--- src/rtl/irq_route_pkg.sv ---
package irq_route_pkg;
  localparam int ENTRY_W     = 22;
  localparam int VEC_W       = 8;
  localparam int VEC_LSB     = 0;
  localparam int DMODE_LSB   = 8;
  localparam int DMODE_W     = 3;
  localparam int LOGICAL_BIT = 11;
  localparam int LEVEL_BIT   = 12;
  localparam int MASK_BIT    = 13;
  localparam int DEST_LSB    = 14;
  localparam int DEST_W      = 8;

  typedef struct packed {
    logic [DEST_W-1:0]  dest;
    logic               level;
    logic               logical;
    logic [DMODE_W-1:0] dmode;
    logic [VEC_W-1:0]   vec;
  } route_t;

  function automatic route_t route_of(input logic [ENTRY_W-1:0] e);
    route_t r;
    r.vec     = e[VEC_LSB +: VEC_W];
    r.dmode   = e[DMODE_LSB +: DMODE_W];
    r.logical = e[LOGICAL_BIT];
    r.level   = e[LEVEL_BIT];
    r.dest    = e[DEST_LSB +: DEST_W];
    return r;
  endfunction
endpackage

--- src/rtl/irq_level_tracker.sv ---
module irq_level_tracker #(
  parameter int NUM_PINS = 32,
  parameter int CNT_W    = 8
) (
  input  logic                clk,
  input  logic                rst_n,
  input  logic [NUM_PINS-1:0] pin_assert,
  input  logic [NUM_PINS-1:0] pin_deassert,
  input  logic [NUM_PINS-1:0] pin_pulse,
  output logic [NUM_PINS-1:0] fire,
  output logic [NUM_PINS-1:0] cnt_pos,
  output logic [NUM_PINS-1:0] cnt_neg
);
  localparam logic [CNT_W-1:0] ZERO = '0;

  for (genvar g = 0; g < NUM_PINS; g++) begin : g_pin
    logic [CNT_W-1:0] cnt_q;
    logic [CNT_W-1:0] after_up;
    logic [CNT_W-1:0] cnt_d;
    logic             cnt_en;

    // order inside a cycle: assert, then pulse (net zero), then deassert
    assign after_up = cnt_q + {{(CNT_W-1){1'b0}}, pin_assert[g]};
    assign cnt_d    = after_up - {{(CNT_W-1){1'b0}}, pin_deassert[g]};
    assign cnt_en   = pin_assert[g] | pin_deassert[g];

    assign fire[g]    = (pin_assert[g] && (cnt_q == ZERO)) ||
                        (pin_pulse[g]  && (after_up == ZERO));
    assign cnt_neg[g] = cnt_q[CNT_W-1];
    assign cnt_pos[g] = !cnt_q[CNT_W-1] && (cnt_q != ZERO);

    always_ff @(posedge clk or negedge rst_n) begin
      if (!rst_n)      cnt_q <= '0;
      else if (cnt_en) cnt_q <= cnt_d;
    end
  end
endmodule

--- src/rtl/irq_eoi_scanner.sv ---
module irq_eoi_scanner #(
  parameter int NUM_PINS = 32,
  parameter int VEC_W    = 8,
  localparam int IDX_W   = $clog2(NUM_PINS)
) (
  input  logic                      clk,
  input  logic                      rst_n,
  input  logic                      eoi_valid,
  input  logic [VEC_W-1:0]          eoi_vector,
  input  logic [NUM_PINS*VEC_W-1:0] pin_vec,
  input  logic [NUM_PINS-1:0]       rirr,
  output logic                      busy,
  output logic [NUM_PINS-1:0]       hit
);
  localparam logic [IDX_W-1:0] LAST = IDX_W'(NUM_PINS - 1);

  logic             active_q, active_d;
  logic [IDX_W-1:0] idx_q, idx_d;
  logic [VEC_W-1:0] vec_q, vec_d;
  logic             start;
  logic             scan_en;

  assign start   = eoi_valid && !active_q;
  assign scan_en = start || active_q;
  assign busy    = active_q;

  always_comb begin
    active_d = active_q;
    idx_d    = idx_q;
    vec_d    = vec_q;
    if (active_q) begin
      if (idx_q == LAST) active_d = 1'b0;
      else               idx_d    = idx_q + 1'b1;
    end else if (start) begin
      active_d = 1'b1;
      idx_d    = '0;
      vec_d    = eoi_vector;
    end
  end

  always_ff @(posedge clk or negedge rst_n) begin
    if (!rst_n) begin
      active_q <= 1'b0;
      idx_q    <= '0;
      vec_q    <= '0;
    end else if (scan_en) begin
      active_q <= active_d;
      idx_q    <= idx_d;
      vec_q    <= vec_d;
    end
  end

  for (genvar g = 0; g < NUM_PINS; g++) begin : g_cmp
    assign hit[g] = active_q && (idx_q == IDX_W'(g)) && rirr[g] &&
                    (pin_vec[g*VEC_W +: VEC_W] == vec_q);
  end
endmodule

--- src/rtl/irq_dispatch_queue.sv ---
module irq_dispatch_queue #(
  parameter int NUM_PINS = 32,
  localparam int IDX_W   = $clog2(NUM_PINS)
) (
  input  logic                clk,
  input  logic                rst_n,
  input  logic [NUM_PINS-1:0] set_req,
  input  logic                msg_ready,
  output logic                msg_valid,
  output logic [IDX_W-1:0]    grant_idx
);
  logic [NUM_PINS-1:0] pend_q, pend_d;
  logic [NUM_PINS-1:0] lowest;
  logic [NUM_PINS-1:0] clr;
  logic                take;
  logic                pend_en;

  assign lowest    = pend_q & (~pend_q + 1'b1);
  assign msg_valid = |pend_q;
  assign take      = msg_valid && msg_ready;
  assign clr       = take ? lowest : '0;
  assign pend_en   = take || (|set_req);

  always_comb begin
    grant_idx = '0;
    for (int i = 0; i < NUM_PINS; i++) begin
      if (lowest[i]) grant_idx = grant_idx | IDX_W'(i);
    end
  end

  // a new acceptance on the pin being taken keeps it pending
  always_comb pend_d = (pend_q & ~clr) | set_req;

  always_ff @(posedge clk or negedge rst_n) begin
    if (!rst_n)       pend_q <= '0;
    else if (pend_en) pend_q <= pend_d;
  end
endmodule

--- src/rtl/irq_route_engine.sv ---
module irq_route_engine
  import irq_route_pkg::*;
#(
  parameter int NUM_PINS = 32,
  parameter int CNT_W    = 8,
  localparam int IDX_W   = $clog2(NUM_PINS)
) (
  input  logic                        clk,
  input  logic                        rst_n,
  input  logic [NUM_PINS-1:0]         pin_assert,
  input  logic [NUM_PINS-1:0]         pin_deassert,
  input  logic [NUM_PINS-1:0]         pin_pulse,
  input  logic [NUM_PINS*ENTRY_W-1:0] entry_i,
  input  logic                        rewrite_valid,
  input  logic [IDX_W-1:0]            rewrite_pin,
  input  logic                        eoi_valid,
  input  logic [VEC_W-1:0]            eoi_vector,
  output logic                        eoi_busy,
  output logic                        msg_valid,
  input  logic                        msg_ready,
  output logic [IDX_W-1:0]            msg_pin,
  output logic [VEC_W-1:0]            msg_vector,
  output logic [DEST_W-1:0]           msg_dest,
  output logic [DMODE_W-1:0]          msg_dmode,
  output logic                        msg_logical,
  output logic                        msg_level,
  output logic [NUM_PINS-1:0]         rirr_o,
  output logic [NUM_PINS-1:0]         cnt_err_o
);
  logic [NUM_PINS-1:0]       fire, cnt_pos, cnt_neg;
  logic [NUM_PINS-1:0]       hit;
  logic [NUM_PINS-1:0]       accept, rirr_set;
  logic [NUM_PINS-1:0]       rirr_q, rirr_d;
  logic                      rirr_en;
  logic [NUM_PINS*VEC_W-1:0] pin_vec;
  logic [IDX_W-1:0]          grant_idx;
  route_t                    routes [NUM_PINS];
  route_t                    sel;

  irq_level_tracker #(.NUM_PINS(NUM_PINS), .CNT_W(CNT_W)) u_track (
    .clk(clk), .rst_n(rst_n),
    .pin_assert(pin_assert), .pin_deassert(pin_deassert), .pin_pulse(pin_pulse),
    .fire(fire), .cnt_pos(cnt_pos), .cnt_neg(cnt_neg)
  );

  irq_eoi_scanner #(.NUM_PINS(NUM_PINS), .VEC_W(VEC_W)) u_scan (
    .clk(clk), .rst_n(rst_n),
    .eoi_valid(eoi_valid), .eoi_vector(eoi_vector),
    .pin_vec(pin_vec), .rirr(rirr_q),
    .busy(eoi_busy), .hit(hit)
  );

  for (genvar g = 0; g < NUM_PINS; g++) begin : g_route
    logic masked;
    logic rewrite_arm;
    logic attempt;

    assign routes[g]                  = route_of(entry_i[g*ENTRY_W +: ENTRY_W]);
    assign masked                     = entry_i[g*ENTRY_W + MASK_BIT];
    assign pin_vec[g*VEC_W +: VEC_W]  = routes[g].vec;

    assign rewrite_arm = rewrite_valid && (rewrite_pin == IDX_W'(g)) &&
                         !masked && !rirr_q[g] && cnt_pos[g];
    assign attempt     = fire[g] || (hit[g] && cnt_pos[g]) || rewrite_arm;
    assign accept[g]   = attempt && !masked;
    assign rirr_set[g] = accept[g] && routes[g].level;
  end

  assign rirr_en = (|hit) || (|rirr_set);

  always_comb rirr_d = (rirr_q & ~hit) | rirr_set;

  always_ff @(posedge clk or negedge rst_n) begin
    if (!rst_n)       rirr_q <= '0;
    else if (rirr_en) rirr_q <= rirr_d;
  end

  irq_dispatch_queue #(.NUM_PINS(NUM_PINS)) u_queue (
    .clk(clk), .rst_n(rst_n),
    .set_req(accept), .msg_ready(msg_ready),
    .msg_valid(msg_valid), .grant_idx(grant_idx)
  );

  assign sel         = routes[grant_idx];
  assign msg_pin     = grant_idx;
  assign msg_vector  = sel.vec;
  assign msg_dest    = sel.dest;
  assign msg_dmode   = sel.dmode;
  assign msg_logical = sel.logical;
  assign msg_level   = sel.level;
  assign rirr_o      = rirr_q;
  assign cnt_err_o   = cnt_neg;
endmodule

--- config.mk ---
export PLATFORM = sky130hd
export DESIGN_NAME = irq_route_engine
export DESIGN_NICKNAME = d
export VERILOG_FILES = /design/src/rtl/irq_route_pkg.sv /design/src/rtl/irq_level_tracker.sv /design/src/rtl/irq_eoi_scanner.sv /design/src/rtl/irq_dispatch_queue.sv /design/src/rtl/irq_route_engine.sv
export SDC_FILE = /design/constraint.sdc
export NUM_CORES = 2
export LEC_CHECK = 0
export ABC_AREA = 1
export BUFFER_PORTS_ARGS = -buffer_cell sky130_fd_sc_hd__buf_2
export CAP_MARGIN = 0
export CORE_AREA = 2 2 350 352
export DETAILED_ROUTE_END_ITERATION = 10
export DIE_AREA = 0 0 352 354
export PLACE_DENSITY = 0.47
export SYNTH_ARGS = -nofsm -noshare
export SYNTH_HDL_FRONTEND = slang
export SYNTH_SLANG_ARGS = --single-unit
--- constraint.sdc ---
create_clock -name clk -period 2.85 [get_ports clk]
set_input_delay 0.57 -clock clk [delete_from_list [all_inputs] [get_ports clk]]
set_output_delay 0.57 -clock clk [all_outputs]
set_load 0.01 [all_outputs]
==> Yosys cells after proc, flatten, opt, wreduce, memory -nomap -nowiden <==
Cells that the tools add are included.
{ "totals": {"reg_bits": 334, "in_bits": 818, "out_inout_bits": 92, "memories": 0, "latch_bits": 0, "ramBits": 0, "rom_bits": 0, "wordCells": 1007} }
{ "classes": {"n_div": 0, "magnitude_cmp": 1, "mux": 47, "n_addsub": 66, "n_reduce_logical": 719, "eq_ne": 95, "n_mul": 0, "bitwise": 42, "shift": 0} }
{ "op_table": {"columns": ["op", "count"], "rows": [
  ["8-bit logical NOT", 64],
  ["1-bit logical AND", 418],
  ["8-bit by 1-bit adder with 8-bit output", 32],
  ["8-bit equality test", 32],
  ["8-bit nonzero test", 32],
  ["8-bit by 1-bit subtractor with 8-bit output", 32],
  ["5-bit equality test, second input constant", 32],
  ["32-bit OR reduction", 4],
  ["21-bit binary-select mux with 5-bit select", 1],
  ["5-bit 2-to-1 mux", 21],
  ["1-bit logical OR", 99],
  ["1-bit logical NOT", 97],
  ["32-bit bitwise AND", 3],
  ["32-bit NOT", 3],
  ["5-bit by 4-bit equality test with 1-bit output, second input constant", 16],
  ["32-bit OR", 2],
  ["21-bit 2-to-1 mux", 2],
  ["5-bit by 3-bit equality test with 1-bit output, second input constant", 8],
  ["32-bit by 1-bit adder with 32-bit output, second input constant", 1],
  ["32-bit 2-to-1 mux", 1],
  ["4-bit 2-to-1 mux", 8],
  ["1-bit OR", 32],
  ["5-bit by 2-bit equality test with 1-bit output, second input constant", 4],
  ["8-bit 2-to-1 mux", 2],
  ["12 further kinds", 24]
]} }

==> Longest topological paths before layout <==
{ "depth": {"ltp_word": 38, "depth_mapped": 17, "mapped_depth_nobuf": 15} }

==> By module <==
From an unflattened synthesis, not the netlist that was laid out.
{ "unflattened": {"cells_unflattened": 6795, "hier_area_um2": 38014.0} }
{ "modules_own_cells": {"columns": ["module", "cells_per_inst", "n_inst", "seq_area_each_um2", "area_per_inst_um2"], "rows": [
  ["irq_level_tracker", 3297, 1, 6406.1, 21336.7],
  ["irq_route_engine", 1999, 1, 800.8, 9128.8],
  ["irq_eoi_scanner", 1179, 1, 350.3, 5351.4],
  ["irq_dispatch_queue", 320, 1, 800.8, 2197.1]
]} }

==> Worst setup path after synthesis <==
No wires, ideal clock.
{ "synth_timing": {"path_kind": "reg2out", "startpoint": "reg u_queue.pend_q[1]", "endpoint": "out msg_dest[2]", "t_required_ps": 2280, "n_path_buf": 2, "slack_ps": 207, "arrival_time_ps": 2073, "path_stages_with_launch": 18, "path_cell_list": "dfrtp_1 > nor2_4 > nand2_2 > nor2_4 > nand3_2 > inv_2 > o21ai_1 > nand2_1 > nor2_2 > nand2_2 > buf_4 > buf_2 > nand2_1 > nand3_1 > nand3_1 > nand3_1 > nand3_1 > nand2_1"} }
{ "synth_via": {"elab_chain_len": 38} }
{ "synth_rtl": {"columns": ["element", "line", "rtl"], "rows": [
  ["start: declaration", "irq_dispatch_queue.sv:12", "logic [NUM_PINS-1:0] pend_q, pend_d;"],
  ["start signal: assignment", "irq_dispatch_queue.sv:36", "else if (pend_en) pend_q <= pend_d;"],
  ["32-bit NOT", "irq_dispatch_queue.sv:18", "assign lowest = pend_q & (~pend_q + 1'b1);"],
  ["32-bit by 1-bit adder with 32-bit output", "irq_dispatch_queue.sv:18", null],
  ["32-bit bitwise AND (*)", "irq_dispatch_queue.sv:18", null],
  ["1-bit 2-to-1 mux", "irq_dispatch_queue.sv:27", "if (lowest[i]) grant_idx = grant_idx | IDX_W'(i);"],
  ["2-bit 2-to-1 mux (2 in series)", "irq_dispatch_queue.sv:27", null],
  ["3-bit 2-to-1 mux (4 in series)", "irq_dispatch_queue.sv:27", null],
  ["4-bit 2-to-1 mux (8 in series)", "irq_dispatch_queue.sv:27", null],
  ["5-bit 2-to-1 mux (15 in series)", "irq_dispatch_queue.sv:27", null],
  ["5-bit 2-to-1 mux (*)", "irq_dispatch_queue.sv:27", null],
  ["via msg_pin[0]", "irq_route_engine.sv:21", "output logic [IDX_W-1:0] msg_pin,"],
  ["5-bit NOT with 6-bit output (implied by the code) (*)", "irq_route_engine.sv:84", "assign sel = routes[grant_idx];"],
  ["21-bit binary-select mux with 5-bit select (*)", "irq_route_engine.sv:84", null],
  ["21-bit 2-to-1 mux (implied by the code) (*) (2 in series)", "irq_route_engine.sv:84", null],
  ["end: declaration", "irq_route_engine.sv:23", "output logic [DEST_W-1:0] msg_dest,"]
]} }
Mark *: on every way through the listed nets, which the timed path passes. The rest lies on a longest branch. The select of a mux whose other input is x is not followed.

==> Worst setup path in the final report <==
{ "layout_timing": {"startpoint": "reg u_queue.pend_q[0]", "endpoint": "out msg_dest[0]"} }
{ "layout_via": {"elab_chain_len": 38} }
{ "layout_rtl": {"columns": ["element", "line"], "rows": [
  ["32-bit NOT (*)", "irq_dispatch_queue.sv:18"],
  ["32-bit by 1-bit adder with 32-bit output (*)", "irq_dispatch_queue.sv:18"],
  ["32-bit bitwise AND (*)", "irq_dispatch_queue.sv:18"],
  ["1-bit 2-to-1 mux", "irq_dispatch_queue.sv:27"],
  ["2-bit 2-to-1 mux (2 in series)", "irq_dispatch_queue.sv:27"],
  ["3-bit 2-to-1 mux (4 in series)", "irq_dispatch_queue.sv:27"],
  ["4-bit 2-to-1 mux (8 in series)", "irq_dispatch_queue.sv:27"],
  ["5-bit 2-to-1 mux (15 in series)", "irq_dispatch_queue.sv:27"],
  ["5-bit 2-to-1 mux (*)", "irq_dispatch_queue.sv:27"],
  ["5-bit NOT with 6-bit output (implied by the code) (*)", "irq_route_engine.sv:84"],
  ["21-bit binary-select mux with 5-bit select (*)", "irq_route_engine.sv:84"],
  ["21-bit 2-to-1 mux (implied by the code) (*) (2 in series)", "irq_route_engine.sv:84"]
]} }
Every way passes the cells marked *; elsewhere a longest branch is shown, timed or not. The select of a mux whose other input is x is not followed.

==> summary.md <==
| Metric | Value |
|---|---|
| Row cnt | 128 |
| Max-cap viol count | 0 |
| Largest net degree at the start of global routing | 62 |
| Minimum clock period | 4.06 ns |
| Mean Syn Cell Area | 6.37 sq um |
| Most frequent cells in the layout | 1056 x nand2_1, 984 x nand3_1, 881 x buf_2, 532 x nor2_1, 495 x inv_1 |
| Finish-stage setup viols | 28 |
| Yosys top cell area share | 24.3% |
| ANT nets after route | 0 |
| Post-DP HPWL | 172000 um |
| Min Hold Slack | 0.183 ns |
| Fill cell count | 13000 |
| Yosys warnings | 0 |
| Worst EP required | 2.28 ns |
| Via count | 43700 |
| Worst-Skew Late Latency | 0.60 ns |
| Share of post-route cells with drive strength above 1 | 29.1% |
| CP Capture Type | output port |
| Largest buffer count on any clock path | 3 |
| Ordered list of cells on the worst path | nor2_4 -> nand2_2 -> nor2_4 -> buf_6 -> nand3_4 -> nand2_2 -> nor2_2 -> nand2_2 -> nor2_4 -> buf_12 -> nand2_8 -> buf_12 -> buf_12 -> nand2_1 -> nand3_1 -> nand3_1 -> nand3_2 -> nand3_4 -> nand2_8 -> buf_6 |
| Num CTS Buffers | 44 |
| Pins Over Slew Limit | 0 |
| WHS Path Cells | 2 |
| Crit-path max FO | 17 |
| Slowest CP cell | dfrtp_1 |
| Grt ovf | 0 |
| CTS tree | done |
| Top_reg_cell synth | dfrtp_1 |
| Final-report hold violation count | 0 |
| R2R cell count | 17 |
| GRT Util Overall | 31.7% |
| EDFF count, synth | 0 |
| Port Buffers | 909 |
| Worst hold path type | input pin to flop |
| Outcome | finished, violations left |
| DRC violation total after the first TritonRoute iteration | 4172 |
| Die area | 0.125 sq mm |
| Mapped Cells | 5400 |
| Vias in the first global route | 41000 |
| Dpl cells | 8063 |
| Commonest non-fill, non-tap cell in the layout | nand2_1 |
| Syn_nets | 6352 |
| Finished Layout Cells | 8316 |
| Flops & latches, synth | 334 |
| Main area contributors after synthesis | dfrtp_1 24%, nand3_1 17%, nand2_1 12% |
| Synthesis-to-finish area growth | 43.1% |
| Crit path largest cell delay | 0.41 ns |
| Final Skew | 0.0282 ns |
| Routability cong. | 1.01 |
| Core ar. | 0.121 sq mm |
| Design Area, Final | 0.0492 sq mm |
| Crit path arrival time | 3.49 ns |
| DRC viols | 0 |
| Post-synth top area cell | dfrtp_1 |
| RSZ-0062 raised after global routing | yes |
| Netlist Area Pre-Place | 0.0344 sq mm |
| Wirelength, routed | 212000 um |
| Crit path max-delay family | simple AND/OR/NAND/NOR gates |
| Crit path buffers/inverters | 5 |
| Clk slew on worst S/H paths | 0.06 ns |
| DR WL/cell | 25.5 um |
| Final worst path period share | 142% |
| Failing checks | setup timing |
| Synth unique cells | 54 |
| Placed cell area | 0.0433 sq mm |
| DR pass1 iterations | 8 |
| Slew margin rel. | 21.9% |
| CTS Root Buffer Type | clkbuf_16 |
| Nets | 7562 |
| Routed vias/inst | 5.25 |
| Critical Path Stages | 20 |
| Die Ht | 354 um |
| Initial antenna violation count | 105 |
| Worst Setup Path Type | flop to output port |
| Die X-Extent | 352 um |
| Max Clk Rate | 246 MHz |
| Clock sinks | 334 |
| Initial Util | 28.4% |
| Register area share after synthesis | 24.3% |
| Startpoint types | flop |
| IO Count | 910 |
| Actual slew at the worst max-slew pin | 1.16 ns |
| First-pass GRT wire length | 289000 um |
| Htree depth | 2 |
| Worst setup slack after layout | -1.21 ns |
| Asr flop ratio synth | 100% |
through the flow:
stage / utilization [%] / setup TNS, ns / setup slack (ns)
floorplan: - / 0 / 0.207
global placement: 35.8 / -20.32 / -1.03
detailed placement: 35.8 / -19.76 / -1.02
CTS: 38.2 / -28.43 / -1.29
global route: 40.7 / -30.67 / -1.31
finish: 40.7 / -27.47 / -1.21
flip-flops by register name (all words and copies together), names as in the netlist:
| signal | cells |
|---|---|
| u_scan.idx_q | 5 |
| u_scan.vec_q | 8 |
| rirr_o | 32 |
| u_queue.pend_q | 32 |
| u_track.g_pin.cnt_q | 256 |
| u_scan.busy | 1 |
layout make-up:
| type | instances | area [sq um] | share of cell area (%) |
|---|---|---|---|
| diodes | 49 | 123 | 0.249 |
| clock buffers | 70 | 1390 | 2.83 |
| clock inverters | 8 | 58.8 | 0.120 |
| inverters | 507 | 1900 | 3.87 |
| multi-input cells | 4281 | 24500 | 49.8 |
| flip-flops and latches | 334 | 8370 | 17.0 |
| well taps | 1625 | 2030 | 4.13 |
| repair buffers | 1442 | 10800 | 22.0 |
repair_timing:
item | in CTS | in global routing
setup endpoints to repair | 34 | 43
buffers inserted | 36 | 59
gates resized for setup | 180 | 383
endpoints found under the hold margin | 43 | 0
pin swaps | 16 | 97
hold buffers | 1 | 0
cloned | 10 | 32
worst register-to-register path: stages (launching register included):
cell and delay (ns):
dfrtp_1 0.41, nor2_2 0.18, nand2_1 0.11, nor2_4 0.15
nand2_2 0.09, nor2_2 0.10, nand2_2 0.09, nor2_4 0.17
buf_6 0.12, buf_6 0.08, nand4_1 0.21, buf_4 0.25
buf_4 0.13, nand2_1 0.09, buf_12 0.19, inv_1 0.18
nand2_1 0.10, a22o_1 0.15
cells in the mapped netlist, drive strengths merged, types with 103 or more instances:
library cell and n:
nand3 1202, nand2 1108, nor2 570, inv 502, dfrtp 334, xor2 319, o21ai 241, buf 210
ha 134, nand4 115, nor3 111, a21oi 103
cell families (layout without fill, tap and decap cells):
group,after synthesis,count (layout),synth area share [%]
xor gates and xnor gates,385,385,9.80
and+or+nand+nor,3283,3286,43.1
buffers and inverters,788,2027,10.0
adders and majority gates,134,134,4.88
other,0,49,0
AOI/OAI and AO/OA,476,476,7.94
DFF,334,334,24.3
worst paths after layout:
kind / to / slack, ns / from
worst max register to register: u_queue.pend_q[8]$_DFFE_PN0P_ / 0 / u_queue.pend_q[3]$_DFFE_PN0P_
min in group asynchronous: u_track.g_pin[0].cnt_q[1]$_DFFE_PN0P_ / 0.56 / rst_n
worst min-delay path: u_queue.pend_q[2]$_DFFE_PN0P_ / 0.18 / entry_i[57]
max in group asynchronous: u_queue.pend_q[20]$_DFFE_PN0P_ / 1.54 / rst_n
worst min register to register: u_track.g_pin[25].cnt_q[6]$_DFFE_PN0P_ / 0.49 / u_track.g_pin[25].cnt_q[6]$_DFFE_PN0P_
worst max-delay path: msg_dest[0] / -1.21 / u_queue.pend_q[0]$_DFFE_PN0P_
layer usage:
| layer | wire (um) | track usage [%] |
|---|---|---|
| met1 | 80200 | 36.1 |
| met2 | 96400 | 52.4 |
| met3 | 19500 | 9.88 |
| met4 | 15400 | 18.2 |
| met5 | 479 | 0 |
Power is left out: the tool's default activity adds up to more than one toggle a clock period on the data nets, which glitch-free logic cannot reach.
